### src/rtl/tlb_pkg.sv
package tlb_pkg;
    localparam int VA_W     = 32;
    localparam int PA_W     = 32;
    localparam int OFF_W    = 12;
    localparam int VPN_W    = VA_W - OFF_W;
    localparam int PPN_W    = PA_W - OFF_W;

    typedef struct packed {
        logic             valid;
        logic             rd;
        logic             wr;
        logic             dirty;
        logic             user;
        logic [VPN_W-1:0] vpn;
        logic [PPN_W-1:0] ppn;
    } tlb_slot_t;

    typedef enum logic [1:0] {
        VIC_MATCH = 2'd0,
        VIC_EMPTY = 2'd1,
        VIC_FIFO  = 2'd2
    } victim_kind_t;

    // True when the access kind and privilege are allowed by the slot.
    function automatic logic access_ok(input tlb_slot_t s, input logic is_store,
                                       input logic user_mode);
        logic kind_ok;
        kind_ok = is_store ? (s.wr && s.dirty) : s.rd;
        return kind_ok && (!user_mode || s.user);
    endfunction
endpackage

### src/rtl/tlb_slot_array.sv
module tlb_slot_array
    import tlb_pkg::*;
#(
    parameter int N_ENTRIES = 64,
    localparam int IDX_W    = $clog2(N_ENTRIES)
) (
    input  logic                 clk,
    input  logic                 rst,
    input  logic                 clear_all,
    input  logic                 wr_en,
    input  logic [IDX_W-1:0]     wr_idx,
    input  tlb_slot_t            wr_slot,
    input  logic [VPN_W-1:0]     look_vpn,
    input  logic [VPN_W-1:0]     fill_vpn,
    output logic [N_ENTRIES-1:0] look_match,
    output logic [N_ENTRIES-1:0] fill_match,
    output logic [N_ENTRIES-1:0] valid_vec,
    output tlb_slot_t            look_slot
);
    tlb_slot_t slots [N_ENTRIES];
    tlb_slot_t masked [N_ENTRIES];

    for (genvar i = 0; i < N_ENTRIES; i++) begin : g_slot
        always_ff @(posedge clk) begin
            if (rst || clear_all) begin
                slots[i].valid <= 1'b0;
            end else if (wr_en && wr_idx == IDX_W'(i)) begin
                slots[i] <= wr_slot;
            end
        end

        assign valid_vec[i]  = slots[i].valid;
        assign look_match[i] = slots[i].valid && (slots[i].vpn == look_vpn);
        assign fill_match[i] = slots[i].valid && (slots[i].vpn == fill_vpn);
        assign masked[i]     = look_match[i] ? slots[i] : '0;
    end

    // One-hot OR mux: at most one slot matches a page number.
    always_comb begin
        look_slot = '0;
        for (int i = 0; i < N_ENTRIES; i++) begin
            look_slot = look_slot | masked[i];
        end
    end
endmodule

### src/rtl/tlb_victim_sel.sv
module tlb_victim_sel
    import tlb_pkg::*;
#(
    parameter int N_ENTRIES = 64,
    localparam int IDX_W    = $clog2(N_ENTRIES)
) (
    input  logic [N_ENTRIES-1:0] fill_match,
    input  logic [N_ENTRIES-1:0] valid_vec,
    input  logic [IDX_W-1:0]     rr_ptr,
    output logic [IDX_W-1:0]     victim_idx,
    output victim_kind_t         victim_kind
);
    logic [IDX_W-1:0] match_idx;
    logic [IDX_W-1:0] empty_idx;
    logic             any_match;
    logic             any_empty;

    always_comb begin
        match_idx = '0;
        empty_idx = '0;
        any_match = 1'b0;
        any_empty = 1'b0;
        // Descending scan so the lowest index wins.
        for (int i = N_ENTRIES - 1; i >= 0; i--) begin
            if (fill_match[i]) begin
                match_idx = IDX_W'(i);
                any_match = 1'b1;
            end
            if (!valid_vec[i]) begin
                empty_idx = IDX_W'(i);
                any_empty = 1'b1;
            end
        end
    end

    always_comb begin
        if (any_match) begin
            victim_idx  = match_idx;
            victim_kind = VIC_MATCH;
        end else if (any_empty) begin
            victim_idx  = empty_idx;
            victim_kind = VIC_EMPTY;
        end else begin
            victim_idx  = rr_ptr;
            victim_kind = VIC_FIFO;
        end
    end
endmodule

### src/rtl/tlb_perm_check.sv
module tlb_perm_check
    import tlb_pkg::*;
(
    input  tlb_slot_t slot,
    input  logic      is_store,
    input  logic      user_mode,
    output logic      deny
);
    assign deny = !access_ok(slot, is_store, user_mode);
endmodule

### src/rtl/tlb_fa.sv
module tlb_fa
    import tlb_pkg::*;
#(
    parameter int N_ENTRIES = 64,
    localparam int IDX_W    = $clog2(N_ENTRIES)
) (
    input  logic             clk,
    input  logic             rst,
    input  logic             flush_all,
    input  logic             lk_valid,
    input  logic [VA_W-1:0]  lk_vaddr,
    input  logic             lk_store,
    input  logic             lk_user,
    output logic             lk_hit,
    output logic             lk_miss,
    output logic             lk_fault,
    output logic [PA_W-1:0]  lk_paddr,
    input  logic             fill_en,
    input  logic [VPN_W-1:0] fill_vpn,
    input  logic [PPN_W-1:0] fill_ppn,
    input  logic             fill_rd,
    input  logic             fill_wr,
    input  logic             fill_dirty,
    input  logic             fill_user
);
    logic [N_ENTRIES-1:0] look_match;
    logic [N_ENTRIES-1:0] fill_match;
    logic [N_ENTRIES-1:0] valid_vec;
    tlb_slot_t            look_slot;
    tlb_slot_t            new_slot;
    logic [IDX_W-1:0]     rr_ptr;
    logic [IDX_W-1:0]     victim_idx;
    victim_kind_t         victim_kind;
    logic                 deny;
    logic                 any_hit;
    logic                 do_fill;

    assign do_fill = fill_en && !flush_all;

    always_comb begin
        new_slot       = '0;
        new_slot.valid = 1'b1;
        new_slot.rd    = fill_rd;
        new_slot.wr    = fill_wr;
        new_slot.dirty = fill_dirty;
        new_slot.user  = fill_user;
        new_slot.vpn   = fill_vpn;
        new_slot.ppn   = fill_ppn;
    end

    tlb_slot_array #(.N_ENTRIES(N_ENTRIES)) u_array (
        .clk        (clk),
        .rst        (rst),
        .clear_all  (flush_all),
        .wr_en      (do_fill),
        .wr_idx     (victim_idx),
        .wr_slot    (new_slot),
        .look_vpn   (lk_vaddr[VA_W-1:OFF_W]),
        .fill_vpn   (fill_vpn),
        .look_match (look_match),
        .fill_match (fill_match),
        .valid_vec  (valid_vec),
        .look_slot  (look_slot)
    );

    tlb_victim_sel #(.N_ENTRIES(N_ENTRIES)) u_victim (
        .fill_match  (fill_match),
        .valid_vec   (valid_vec),
        .rr_ptr      (rr_ptr),
        .victim_idx  (victim_idx),
        .victim_kind (victim_kind)
    );

    tlb_perm_check u_perm (
        .slot      (look_slot),
        .is_store  (lk_store),
        .user_mode (lk_user),
        .deny      (deny)
    );

    always_ff @(posedge clk) begin
        if (rst || flush_all) begin
            rr_ptr <= '0;
        end else if (do_fill && victim_kind == VIC_FIFO) begin
            rr_ptr <= (rr_ptr == IDX_W'(N_ENTRIES - 1)) ? '0 : rr_ptr + 1'b1;
        end
    end

    assign any_hit  = |look_match;
    assign lk_hit   = lk_valid && any_hit;
    assign lk_miss  = lk_valid && !any_hit;
    assign lk_fault = lk_hit && deny;
    assign lk_paddr = (lk_hit && !deny) ? {look_slot.ppn, lk_vaddr[OFF_W-1:0]} : '0;
endmodule

### config.mk
export PLATFORM = sky130hd
export DESIGN_NAME = tlb_fa
export DESIGN_NICKNAME = d
export VERILOG_FILES = /design/src/rtl/tlb_pkg.sv /design/src/rtl/tlb_slot_array.sv /design/src/rtl/tlb_victim_sel.sv /design/src/rtl/tlb_perm_check.sv /design/src/rtl/tlb_fa.sv
export SDC_FILE = /design/constraint.sdc
export NUM_CORES = 2
export LEC_CHECK = 0
export BUFFER_PORTS_ARGS = -buffer_cell sky130_fd_sc_hd__buf_2
export CAP_MARGIN = 20
export CORE_MARGIN = 5
export CORE_UTILIZATION = 35
export CTS_BUF_LIST = sky130_fd_sc_hd__clkbuf_4 sky130_fd_sc_hd__clkbuf_8
export CTS_CLUSTER_DIAMETER = 50
export CTS_CLUSTER_SIZE = 16
export DETAILED_ROUTE_END_ITERATION = 8
export GPL_TIMING_DRIVEN = 0
export MAX_ROUTING_LAYER = met4
export PLACE_DENSITY = 0.56
export SLEW_MARGIN = 10
export SYNTH_ARGS = -nofsm -noshare
export SYNTH_HDL_FRONTEND = slang
export SYNTH_HIERARCHICAL = 1
export SYNTH_SLANG_ARGS = --single-unit
### constraint.sdc
create_clock -name clk -period 8 [get_ports clk]
set_input_delay 0.8 -clock clk [delete_from_list [all_inputs] [get_ports clk]]
set_output_delay 0.8 -clock clk [all_outputs]
set_load 0.02 [all_outputs]
# Yosys cells after proc, flatten, opt, wreduce, memory -nomap -nowiden
# Memory sizes are Yosys's and may differ from the RTL's.
# Index checks and enable logic that the tools add are counted.
# word_totals
elab_cells	1116
inputBits	83
output_inout_bits	35
memories	1
regBits	6
mem_bits_rw	2880
# classes
n_eq_ne	193
n_addsub	1
n_reduce_logical	208
mux	585
bitwise	127
# memory_table
memory	words	width	rd	rd_ports_with_merged_regs	wr	line_no	source
u_array.slots	64	45	64	0	64	tlb_slot_array.sv:20	tlb_slot_t slots [N_ENTRIES];
# op_table
operator	count
two-way mux 44 bit	64
OR 44 bit	63
equality test 20 bit	128
two-way mux 6 bit	131
two-way mux 1 bit	387
logical AND 1 bit	200
equality test 6 bit, second input constant	33
equality test 6 x 5 -> 1 bit, second input constant	16
OR 1 bit	64
OR reduction 64 bit	1
equality test 6 x 4 -> 1 bit, second input constant	8
two-way mux 32 bit	1
equality test 6 x 3 -> 1 bit, second input constant	4
equality test 6 x 2 -> 1 bit, second input constant	2
adder 6 x 1 -> 6 bit, second input constant	1
equality test 6 x 1 -> 1 bit, second input constant	1
zero test 6 bit	1
zero test 1 bit	4
two-way mux 2 bit	2
equality test 2 bit, second input constant	1
logical OR 1 bit	2

# Depth between registers and ports, before layout
# An unclocked memory read counts as a cell.
# logic_depth
ltp_word	74
ltp_mapped	21

# Cells and area by module
# The synthesis kept the hierarchy.
# by_module_without_submodules
mod	area_each_um2	n_inst	seq_area_each_um2	cells_per_inst
tlb_slot_array	137194.1	1	86482.9	10062
tlb_victim_sel	1694.1	1	0.0	290
tlb_fa	790.8	1	120.1	131
tlb_perm_check	21.3	1	0.0	4

# Least setup slack after synthesis
# OpenSTA, ideal clock, no wires.
# synth_timing
kind	input-to-reg
startpoint	in fill_vpn[14]
endpoint	mem u_array/slots[0][100] (netlist bit), enable pin
setup_time_ns	0.446
arrival_ns	6.808
stages	17
path_buffers	6
path_slack_ns	0.747
path_cell_list	clkbuf_1 -> clkbuf_1 -> buf_1 -> xnor2_1 -> nand4_1 -> nor4_1 -> nor4_1 -> and3_1 -> nand2b_1 -> o21bai_1 -> a21oi_1 -> or3b_2 -> clkbuf_1 -> or3_1 -> clkbuf_1 -> clkbuf_1 -> nor2_1
# synth_rtl
item	line_no	source
start, declared	tlb_fa.sv:19	input logic [VPN_W-1:0] fill_vpn,
end, declared	tlb_slot_array.sv:20	

==> summary.md <==
| Metric | Value |
|---|---|
| Routability cong. | 1.08 |
| Sequential Power Share | between 50% and 60% |
| Worst-skew pair later-pin latency | 1.05 ns |
| Vias in the first global route | roughly 88,000 |
| First-pass GRT wire length | roughly 830,000 um |
| Synthesized area | 0.132 mm2 |
| Max cap viols | 0 |
| Total Power | approximately 30 mW |
| Cell Rows | roughly 230 |
| RSZ-0062 raised after global routing | false |
| Die footprint | around 0.39 mm2 |
| Area grow syn2layout | 16.4% |
| Die Wd | between 600 and 700 um |
| Gate power share | under 10% |
| WP data required | 8.71 ns |
| Post-route DRC | 0 |
| Worst slew pin tran | approximately 1.2 ns |
| Pin count of the biggest net entering global routing | between 60 and 70 |
| Io pins | ~120 |
| Relative slew slack | roughly 17% |
| Critical path type | in2reg |
| Failing checks | negative setup slack |
| CTS tree | yes |
| P_int | between 20 and 25 mW |
| Setup violators final | 1,273 |
| PortBufs | 100 |
| Share of layout cells above drive strength 1 | around 16% |
| Leakage dissipation | around 47 nW |
| PwrDens | 196 mW/mm2 |
| Clock Path Buffers | 4 |
| ANT nets after route | 0 |
| Clock skew | between 0.08 and 0.09 ns |
| Crit path max fanout | 45 |
| Starting DRT DRC Count | 18,000 |
| Clock share of power | between 30% and 40% |
| Routed via count | 94,900 |
| Min Clock Period, post-route | 8.45 ns |
| Nets | 10,200 |
| Hold slack | ~0.16 ns |
| Status | complete, but fails checks |
| CTS clk-pin slew, worst paths | 0.10 ns |
| Via density per instance | around 6.2 |
| HP Class | in2reg |
| Crit share post-route | 106% |
| Num CTS Buffers | slightly above 300 |
| DR pass1 iterations | 9 |
| Gr usage total | between 30% and 40% |
| Commonest non-fill, non-tap cell in the layout | edfxtp_1 |
| Final Instance Count excl. Fillers | 15,300 |
| Final setup margin | -0.452 ns |
| Total core area | between 0.3 and 0.4 mm2 |
| Global route total overflow | 0 |
| H-tree levels | 5 |
| Hold path cells | 1 |
| Dpl hpwl | 445,000 um |
| Die H | around 620 um |
| Syn_area_per_cell | roughly 14 um2 |
| Wire length per cell | 42.1 um |
| Peak VDD IR | around 0.16 mV |
| Synth warnings | 6 |
| Achievable clock frequency | around 0.12 GHz |
| Cells after Synth | between 9,000 and 10,000 |
| Max Slew Vio Count | 0 |
| Final wirelength | 645,000 um |
| Switching power | ~7.9 mW |
| FILL cells | approximately 35,000 |
| Placed Instances | between 10,000 and 15,000 |
| Initial antenna violation count | 57 |
| Worst Setup End Kind | register |
| Initial Util | 35.1% |
| Final core utilization | 40.9% |
| Worst R2R Path Depth | 15 |
| Clock sink count | between 2,000 and 3,000 |
| Clock root cell | clkbuf_8 |
| Final hold vios | 0 |
| Crit path launch type | primary input |
| Switching Share | 26.3% |
| Worst EP arrival | a little over 9 ns |
| Commonest cells after routing, fill and taps aside | 2,880 x edfxtp_1, 1,834 x xnor2_1, 716 x xor2_1 |
final timing paths:
kind / slack [ns] / endpoint / startpoint
max: -0.45 / u_array/slots[1][630] / fill_vpn[14]
min: 0.16 / u_array/slots[0][1315] / fill_ppn[10]
max reg2reg: 0.87 / u_array/slots[1][630] / u_array/slots[0][1246]
min reg2reg: 0.57 / rr_ptr[5] / rr_ptr[5]
critical path, stage by stage:
cell and delay, ns:
buf_6 0.31, buf_16 0.39, clkbuf_2 0.50, clkbuf_2 0.40, buf_12 0.28, buf_2 0.52, buf_12 0.30, xnor2_1 0.15
nand4_1 0.16, nor4_2 0.54, buf_4 0.29, nor2_1 0.08, o31ai_1 0.10, a21oi_1 0.13, a2111oi_0 0.42, o211ai_1 0.21
a211oi_1 0.79, a221o_1 0.48, nor2b_1 0.39, nand3_1 0.19, clkbuf_2 0.54, nor2_4 0.62, buf_12 0.27
power groups by stage:
stage,combinational (mW),clock (mW),sequential (mW)
4_1_cts,2.48,10.8,16.7
3_3_place_gp,2.24,0,17.1
5_1_grt,2.56,11.3,16.7
2_1_floorplan,0.942,0,17.0
3_5_place_dp,2.47,0,17.0
6_report,2.65,10.7,16.7
state kept, by name, summed over array words and instances, names as in the netlist:
register	cells
rr_ptr	6
u_array/slots	2880
layout make-up:
class                   instances  area [um2]  share of cell area, %
well taps                    4994        6250                   4.07
multi-input cells            5597       41800                   27.3
repair buffers                464        7360                   4.80
plain buffers                 777        4730                   3.08
flip-flops and latches       2886       86600                   56.4
clock buffers                 348        4610                   3.00
diodes                         45         113                 0.0733
clock inverters               180        1870                   1.22
inverters                      37         139                 0.0905
what timing repair did:
item,4_1_cts,5_1_grt
gates resized for setup,18,7
pin swaps,25,5
gates cloned,21,1
buffers inserted,21,4
hold buffers,1,0
endpoints found under the setup margin,1751,355
endpoints found under the hold margin,6,0
layer usage:
metal | part of all wire (%) | up-vias | track usage [%]
met3 | 15 | 2127 | 12.6
met1 | 36 | 48500 | 40.0
li1 | - | 36300 | -
met5 | 0 | - | -
met2 | 40 | 7968 | 44.8
met4 | 9.2 | 0 | 22.5
stage by stage:
stage               worst slack, ns   TNS, ns  instance area (um2)
floorplan                     0.747         0               132000
global placement             -11.32         -               139000
detailed placement            -1.77  -3308.35               146000
CTS                         0.00889         0               153000
global route                 0.0210         0               153000
finish                       -0.452   -174.23               154000
(Power assumes the default switching activity.)
